--- src/rtl/thermenc_pkg.sv ---
// Package: shared types for the thermometer encoder.
// Assumes: polarity selections are static with respect to the data path.
package thermenc_pkg;

    // Output polarity selection
    typedef struct packed {
        logic flip_top;   // invert most significant bit
        logic flip_low;   // invert all lower bits
    } pol_t;

endpackage

--- src/rtl/therm_capture.sv ---
// Module: therm_capture
// Captures the comparator thermometer and the full-scale comparator on
// every rising edge. Assumes inputs settle before the edge.
module therm_capture #(
    parameter int unsigned N = 255
) (
    input  logic         clk,
    input  logic         rst_n,
    input  logic [N-1:0] therm_d,
    input  logic         over_d,
    output logic [N-1:0] therm_q,
    output logic         over_q
);

    // Capture stage: clear on reset, otherwise follow the comparators
    always_ff @(posedge clk) begin
        if (!rst_n) begin
            therm_q <= '0;
            over_q  <= 1'b0;
        end else begin
            therm_q <= therm_d;
            over_q  <= over_d;
        end
    end

endmodule

--- src/rtl/therm_bubble_fix.sv ---
// Module: therm_bubble_fix
// Qualifies each comparator bit: bit k counts only when bit k-1 is also
// set, which removes a lone 1 sitting above a 0. The lowest comparator
// has no neighbour below and is taken as-is.
module therm_bubble_fix #(
    parameter int unsigned N = 255
) (
    input  logic [N-1:0] therm,
    output logic [N-1:0] qual
);

    // Per-bit qualification against the neighbour below
    for (genvar k = 0; k < int'(N); k++) begin : g_q
        if (k == 0) begin : g_base
            assign qual[k] = therm[k];
        end else begin : g_up
            assign qual[k] = therm[k] & therm[k-1];
        end
    end

endmodule

--- src/rtl/therm_prio_enc.sv ---
// Module: therm_prio_enc
// Returns the 1-based index of the highest set bit of the qualified
// vector, or 0 when no bit is set. Assumes N = 2**W - 1.
module therm_prio_enc #(
    parameter int unsigned N = 255,
    parameter int unsigned W = 8
) (
    input  logic         clk,
    input  logic         rst_n,
    input  logic [N-1:0] qual,
    output logic [W-1:0] idx
);

    // Highest-index search; the later loop hit wins
    always_comb begin
        idx = '0;
        for (int i = 0; i < int'(N); i++) begin
            if (qual[i]) idx = W'(i + 1);
        end
    end

    AST_EMPTY_ZERO: assert property (@(posedge clk) disable iff (!rst_n)
        (qual == '0) |-> (idx == '0));
    AST_TOP_QUALIFIED: assert property (@(posedge clk) disable iff (!rst_n)
        (idx != '0) |-> qual[idx - W'(1)]);

endmodule

--- src/rtl/code_out_stage.sv ---
// Module: code_out_stage
// Saturates the step on overrange, applies the polarity mask and
// registers the true and complement outputs. The overrange pair is not
// affected by polarity. Assumes polarity inputs are static.
module code_out_stage
    import thermenc_pkg::*;
#(
    parameter int unsigned W = 8
) (
    input  logic         clk,
    input  logic         rst_n,
    input  logic [W-1:0] step,
    input  logic         over,
    input  pol_t         pol,
    output logic [W-1:0] dat_t,
    output logic [W-1:0] dat_c,
    output logic         ovr_t,
    output logic         ovr_c
);

    logic [W-1:0] mask;
    logic [W-1:0] sat;
    logic [W-1:0] coded;

    // Polarity mask, saturation and coding
    always_comb begin
        mask  = {pol.flip_top, {(W-1){pol.flip_low}}};
        sat   = over ? '1 : step;
        coded = sat ^ mask;
    end

    // Output register with separately held true and complement copies
    always_ff @(posedge clk) begin
        if (!rst_n) begin
            dat_t <= '0;
            dat_c <= '1;
            ovr_t <= 1'b1;
            ovr_c <= 1'b0;
        end else begin
            dat_t <= coded;
            dat_c <= ~coded;
            ovr_t <= ~over;
            ovr_c <= over;
        end
    end

    AST_SAT_CODE: assert property (@(posedge clk) disable iff (!rst_n)
        ovr_c |-> (dat_t == ~$past(mask)));

endmodule

--- src/rtl/thermo_bin_encoder.sv ---
// Module: thermo_bin_encoder (top)
// Thermometer-to-binary encoder: capture, bubble filter, priority encode,
// polarity/saturation and output register. Two-edge latency from input
// to output. Assumes thermometer width is 2**CODE_W - 1.
module thermo_bin_encoder
    import thermenc_pkg::*;
#(
    parameter int unsigned CODE_W = 8,
    localparam int unsigned LEVELS = (1 << CODE_W) - 1
) (
    input  logic              clk,
    input  logic              rst_n,
    input  logic [LEVELS-1:0] therm_i,
    input  logic              over_cmp_i,
    input  logic              flip_top_i,
    input  logic              flip_low_i,
    output logic [CODE_W-1:0] dat_t_o,
    output logic [CODE_W-1:0] dat_c_o,
    output logic              ovr_t_o,
    output logic              ovr_c_o
);

    logic [LEVELS-1:0] therm_cap;
    logic              over_cap;
    logic [LEVELS-1:0] qual;
    logic [CODE_W-1:0] step;
    pol_t              pol;

    assign pol = '{flip_top: flip_top_i, flip_low: flip_low_i};

    therm_capture #(.N(LEVELS)) u_cap (
        .clk     (clk),
        .rst_n   (rst_n),
        .therm_d (therm_i),
        .over_d  (over_cmp_i),
        .therm_q (therm_cap),
        .over_q  (over_cap)
    );

    therm_bubble_fix #(.N(LEVELS)) u_bub (
        .therm (therm_cap),
        .qual  (qual)
    );

    therm_prio_enc #(.N(LEVELS), .W(CODE_W)) u_enc (
        .clk   (clk),
        .rst_n (rst_n),
        .qual  (qual),
        .idx   (step)
    );

    code_out_stage #(.W(CODE_W)) u_out (
        .clk   (clk),
        .rst_n (rst_n),
        .step  (step),
        .over  (over_cap),
        .pol   (pol),
        .dat_t (dat_t_o),
        .dat_c (dat_c_o),
        .ovr_t (ovr_t_o),
        .ovr_c (ovr_c_o)
    );

    // Cycles since reset release, saturating at 2 (for the latency check)
    logic [1:0] warm;
    always_ff @(posedge clk) begin
        if (!rst_n)          warm <= 2'd0;
        else if (warm != 2'd2) warm <= warm + 2'd1;
    end

    AST_PAIR_COMPLEMENT: assert property (@(posedge clk) disable iff (!rst_n)
        (dat_c_o == ~dat_t_o) && (ovr_c_o == ~ovr_t_o));
    AST_OVR_LATENCY: assert property (@(posedge clk) disable iff (!rst_n)
        (warm == 2'd2) |-> (ovr_c_o == $past(over_cmp_i, 2)));

endmodule

--- config.mk ---
export PLATFORM = sky130hd
export DESIGN_NAME = thermo_bin_encoder
export DESIGN_NICKNAME = d
export VERILOG_FILES = /design/src/rtl/thermenc_pkg.sv /design/src/rtl/therm_capture.sv /design/src/rtl/therm_bubble_fix.sv /design/src/rtl/therm_prio_enc.sv /design/src/rtl/code_out_stage.sv /design/src/rtl/thermo_bin_encoder.sv
export SDC_FILE = /design/constraint.sdc
export NUM_CORES = 1
export LEC_CHECK = 0
export ABC_AREA = 1
export BUFFER_PORTS_ARGS = -buffer_cell sky130_fd_sc_hd__buf_2
export CORE_ASPECT_RATIO = 0.7
export CORE_MARGIN = 4
export CORE_UTILIZATION = 40
export CTS_BUF_LIST = sky130_fd_sc_hd__clkbuf_4 sky130_fd_sc_hd__clkbuf_8
export CTS_CLUSTER_SIZE = 40
export DETAILED_ROUTE_END_ITERATION = 8
export HOLD_SLACK_MARGIN = 0.03
export PLACE_DENSITY = 0.7
export SLEW_MARGIN = 20
export SYNTH_ARGS = -nofsm -noshare
export SYNTH_HDL_FRONTEND = slang
export SYNTH_SLANG_ARGS = --single-unit
--- constraint.sdc ---
create_clock -name clk -period 19.3 [get_ports clk]
set_input_delay 2.895 -clock clk [delete_from_list [all_inputs] [get_ports clk]]
set_output_delay 2.895 -clock clk [all_outputs]
set_load 0.03 [all_outputs]
==> impl_summary.txt <==
----------------------------------------------------
[Power and ir drop]
  Proportion of power drawn by flip-flops and latches ... 43.1%
  Switching part of the total ... 26.4%
  P per Cell Area ... 99.1 mW/mm2
  Clock share of power ... 42.8%
  Leakage dissipation ... 9.40 nW
  Switching component of the power ... 0.377 mW
  Power share of the combinational group ... 14.1%
  Cell Int Power ... 1.05 mW
  Worst VDD drop ... 46.4 uV

[Global route]
  Maximum number of pins on one net before global-route repair ... 193
  Antenna violations before repair ... 1
  Via count of the first global-routing pass ... 10042
  Global-route total usage across every layer ... 17.0%
  Leftover overflow at the end of global routing ... 0
  First-pass GRT wire length ... 44.9 mm

[Floorplan]
  Chip Height ... 150 um
  Width of the die ... 211 um
  Effective utilization at floorplan ... 41.1%
  Total die area ... 0.0317 mm2
  Core Area ... 0.0281 mm2
  # IOs ... 278
  Floorplan row count ... 51

[Timing]
  Slew margin rel. ... 33.2%
  Measured slew at the worst slew-check pin ... 1000 ps
  Clock skew ... 31.6 ps
  Setup-failing EPs final ... 0
  RSZ-0062 raised after global routing ... false
  Summed negative setup slack over all endpoints ... 0 ps
  Worst hold-check slack ... 506 ps
  Final critical-path setup slack ... 6530 ps
  Count of endpoints failing hold in the final timing report ... 0
  Tcrit/Tclk final ... 66.2%
  Fin crit period ... 12770 ps
  Number of pins exceeding their max-slew limit in the final report ... 0
  Highest Clock Rate ... 78.3 MHz

[Detailed routing]
  Post-DRT Antenna Nets ... 0
  DRC Markers ... 0
  Number of vias in the routed layout ... 10841
  Total detailed-routing wirelength ... 27.7 mm
  Vias per inst ... 4.29
  Avg WL per Cell ... 10.9 um
  Number of violations reported at the end of detailed-routing iteration 0 ... 465
  First-pass iteration count of the detailed router ... 6

[Yosys]
  Net count of the mapped netlist ... 2086
  List of most frequent post-synthesis cells ... sky130_fd_sc_hd__nand2_1, sky130_fd_sc_hd__inv_1, sky130_fd_sc_hd__dfxtp_1
  Fraction of synthesis flops using an asynchronous set or reset pin ... 0%
  Mapped Cells ... 1826
  Most used standard cell by instance count after synthesis ... sky130_fd_sc_hd__nand2_1
  Main flop type after synthesis ... sky130_fd_sc_hd__dfxtp_1
  Total standard cell area after synthesis ... 0.0116 mm2
  Top post-synthesis cells by area ... sky130_fd_sc_hd__dfxtp_1, sky130_fd_sc_hd__nand2_1, sky130_fd_sc_hd__inv_1
  Mean cell area of the mapped netlist ... 6.33 um2
  Synth warn ... 0
  Cell type with the highest aggregate area in the netlist ... sky130_fd_sc_hd__dfxtp_1
  Number of flops mapped to enable cells by yosys ... 0
  Area fraction of the dominant cell type after synthesis ... 47.5%
  Distinct cell type count after synthesis ... 26
  Flops & latches, synth ... 274
  Part of the Yosys area used for sequential elements ... 47.5%

[Clocking]
  Number of clock sinks seen by CTS ... 274
  Count of H-tree levels built during CTS ... 2
  Cell chosen for the clock root ... sky130_fd_sc_hd__clkbuf_8
  Count of cells resized by post-cts repair ... 0
  CTS Hold Buffers Added ... 0
  Clock buffer count from CTS ... 45
  Reg clk slew, reported paths ... 60 ps
  Clock tree from TritonCTS ... done
  Source-to-sink clock delay at the later pin of the worst-skew pair ... 580 ps
  Buffer depth of the longest clock path ... 3
  Post-CTS Setup Bufs ... 0

[Critical path]
  Peak fanout along the critical path ... 4
  Maximum cell stage delay along the critical path ... 380 ps
  Crit path max-delay cell type ... sky130_fd_sc_hd__dfxtp_1
  Critical path endpoint category ... flip-flop
  Cell with the most instances on the worst path ... sky130_fd_sc_hd__nand2_1
  Data required time of the worst path ... 19700 ps
  Crit start category ... flip-flop
  Worst setup path category ... reg -> reg
  Arrival time worst endpoint ... 13170 ps

[Placed design]
  DP Worst Slack ... 6590 ps
  Final weighted congestion in routability-driven placement ... 0.839
  Final HPWL DP ... 21.3 mm
  Number of port buffers ... 277

[Run]
  Max capacitance violation total ... 0

[Final layout]
  Final net count ... 2380
  Area growth from synthesis to layout ... 24.6%
  Fraction of layout instances using a drive strength above 1 ... 16.9%
  Final cell utilization of the core ... 51.2%

[Min path]
  Hold WC Path Type ... reg -> reg

[Status]
  Status ... finished clean

----------------------------------------------------
[power groups by stage]
stage	combinational, mW	clock [mW]	sequential, mW
global placement	0.199	0	0.627
CTS	0.202	0.631	0.616
finish	0.201	0.611	0.616
global route	0.235	0.652	0.620
detailed placement	0.200	0	0.628
floorplan	0.131	0	0.631
[placed cells by master, fill, tap and decap left out, types with 2 or more instances in the layout]
cell                        instances
sky130_fd_sc_hd__a31oi_1            7
sky130_fd_sc_hd__o31ai_1            2
sky130_fd_sc_hd__or2_2              3
sky130_fd_sc_hd__clkinv_2           8
sky130_fd_sc_hd__a21oi_1           12
sky130_fd_sc_hd__o21ai_0           46
sky130_fd_sc_hd__a21boi_0           2
sky130_fd_sc_hd__clkbuf_4           8
sky130_fd_sc_hd__nand3_1           20
sky130_fd_sc_hd__nor2_1           131
sky130_fd_sc_hd__dfxtp_1          274
sky130_fd_sc_hd__o21bai_1           2
sky130_fd_sc_hd__nand4_1            5
sky130_fd_sc_hd__bufinv_16          7
sky130_fd_sc_hd__nor4_1             8
sky130_fd_sc_hd__nor3_1             4
sky130_fd_sc_hd__buf_2            276
sky130_fd_sc_hd__inv_1            285
sky130_fd_sc_hd__clkbuf_8          56
sky130_fd_sc_hd__nand2_1          985
sky130_fd_sc_hd__o211ai_1           2
[per-stage QoR]
stage          instances  power [mW]  instance area (um2)
6_report            2527        1.43                14400
4_1_cts             2526        1.45                14400
2_1_floorplan       1826       0.762                11600
5_1_grt             2527        1.51                14400
3_3_place_gp        2444       0.826                13300
3_5_place_dp        2444       0.828                13300
[logic make-up (layout without fill, tap and decap cells)]
group / Yosys count / after routing / synth area share [%]
and+or+nand+nor: 1158 / 1158 / 38.3
buffers and inverters: 316 / 645 / 10.5
DFF: 274 / 274 / 47.5
AOI/OAI and AO/OA: 77 / 77 / 3.72
xor gates and xnor gates: 1 / 1 / 0.0758
other: 0 / 1 / 0
[sequential cells by signal, summed over array words and instances (netlist names)]
register	cells
u_cap.therm_q	255
u_out.ovr_c	1
u_out.dat_t	8
u_out.ovr_t	1
u_cap.over_q	1
u_out.dat_c	8
[layout make-up]
type                    count  area (um2)
diodes                      1        2.50
multi-input cells        1236        4860
clock inverters            18         279
repair buffers            278        1400
well taps                 371         464
flip-flops and latches    274        5490
inverters                 285        1070
clock buffers              64         831
fillers                  2843       13700
[worst max-delay path, delay by kind of cell, from the launching register on]
family,cells,cell delay [ps]
AND/OR/NAND/NOR,255,12110
flip-flops,1,380
[layer usage]
metal,part of all wire [%],GRT usage [%],wire (um),up-vias
met5,0,0,0,-
met4,2.3,5.22,631,0
met3,6.0,3.48,1660,48
met2,42,25.9,11600,214
met1,50,24.3,13800,4622
li1,-,-,-,5957
[worst paths after layout]
check / start / endpoint / slack, ps / depth (start not counted)
worst max-delay path: u_cap.therm_q[2] / u_out.dat_c[0] / 6530 / 255
worst min-delay path: u_cap.over_q / u_out.ovr_t / 510 / 1
worst max register to register: u_cap.therm_q[2] / u_out.dat_c[0] / 6530 / 255
worst min register to register: u_cap.over_q / u_out.ovr_t / 510 / 1
(Power assumes the default switching activity.)
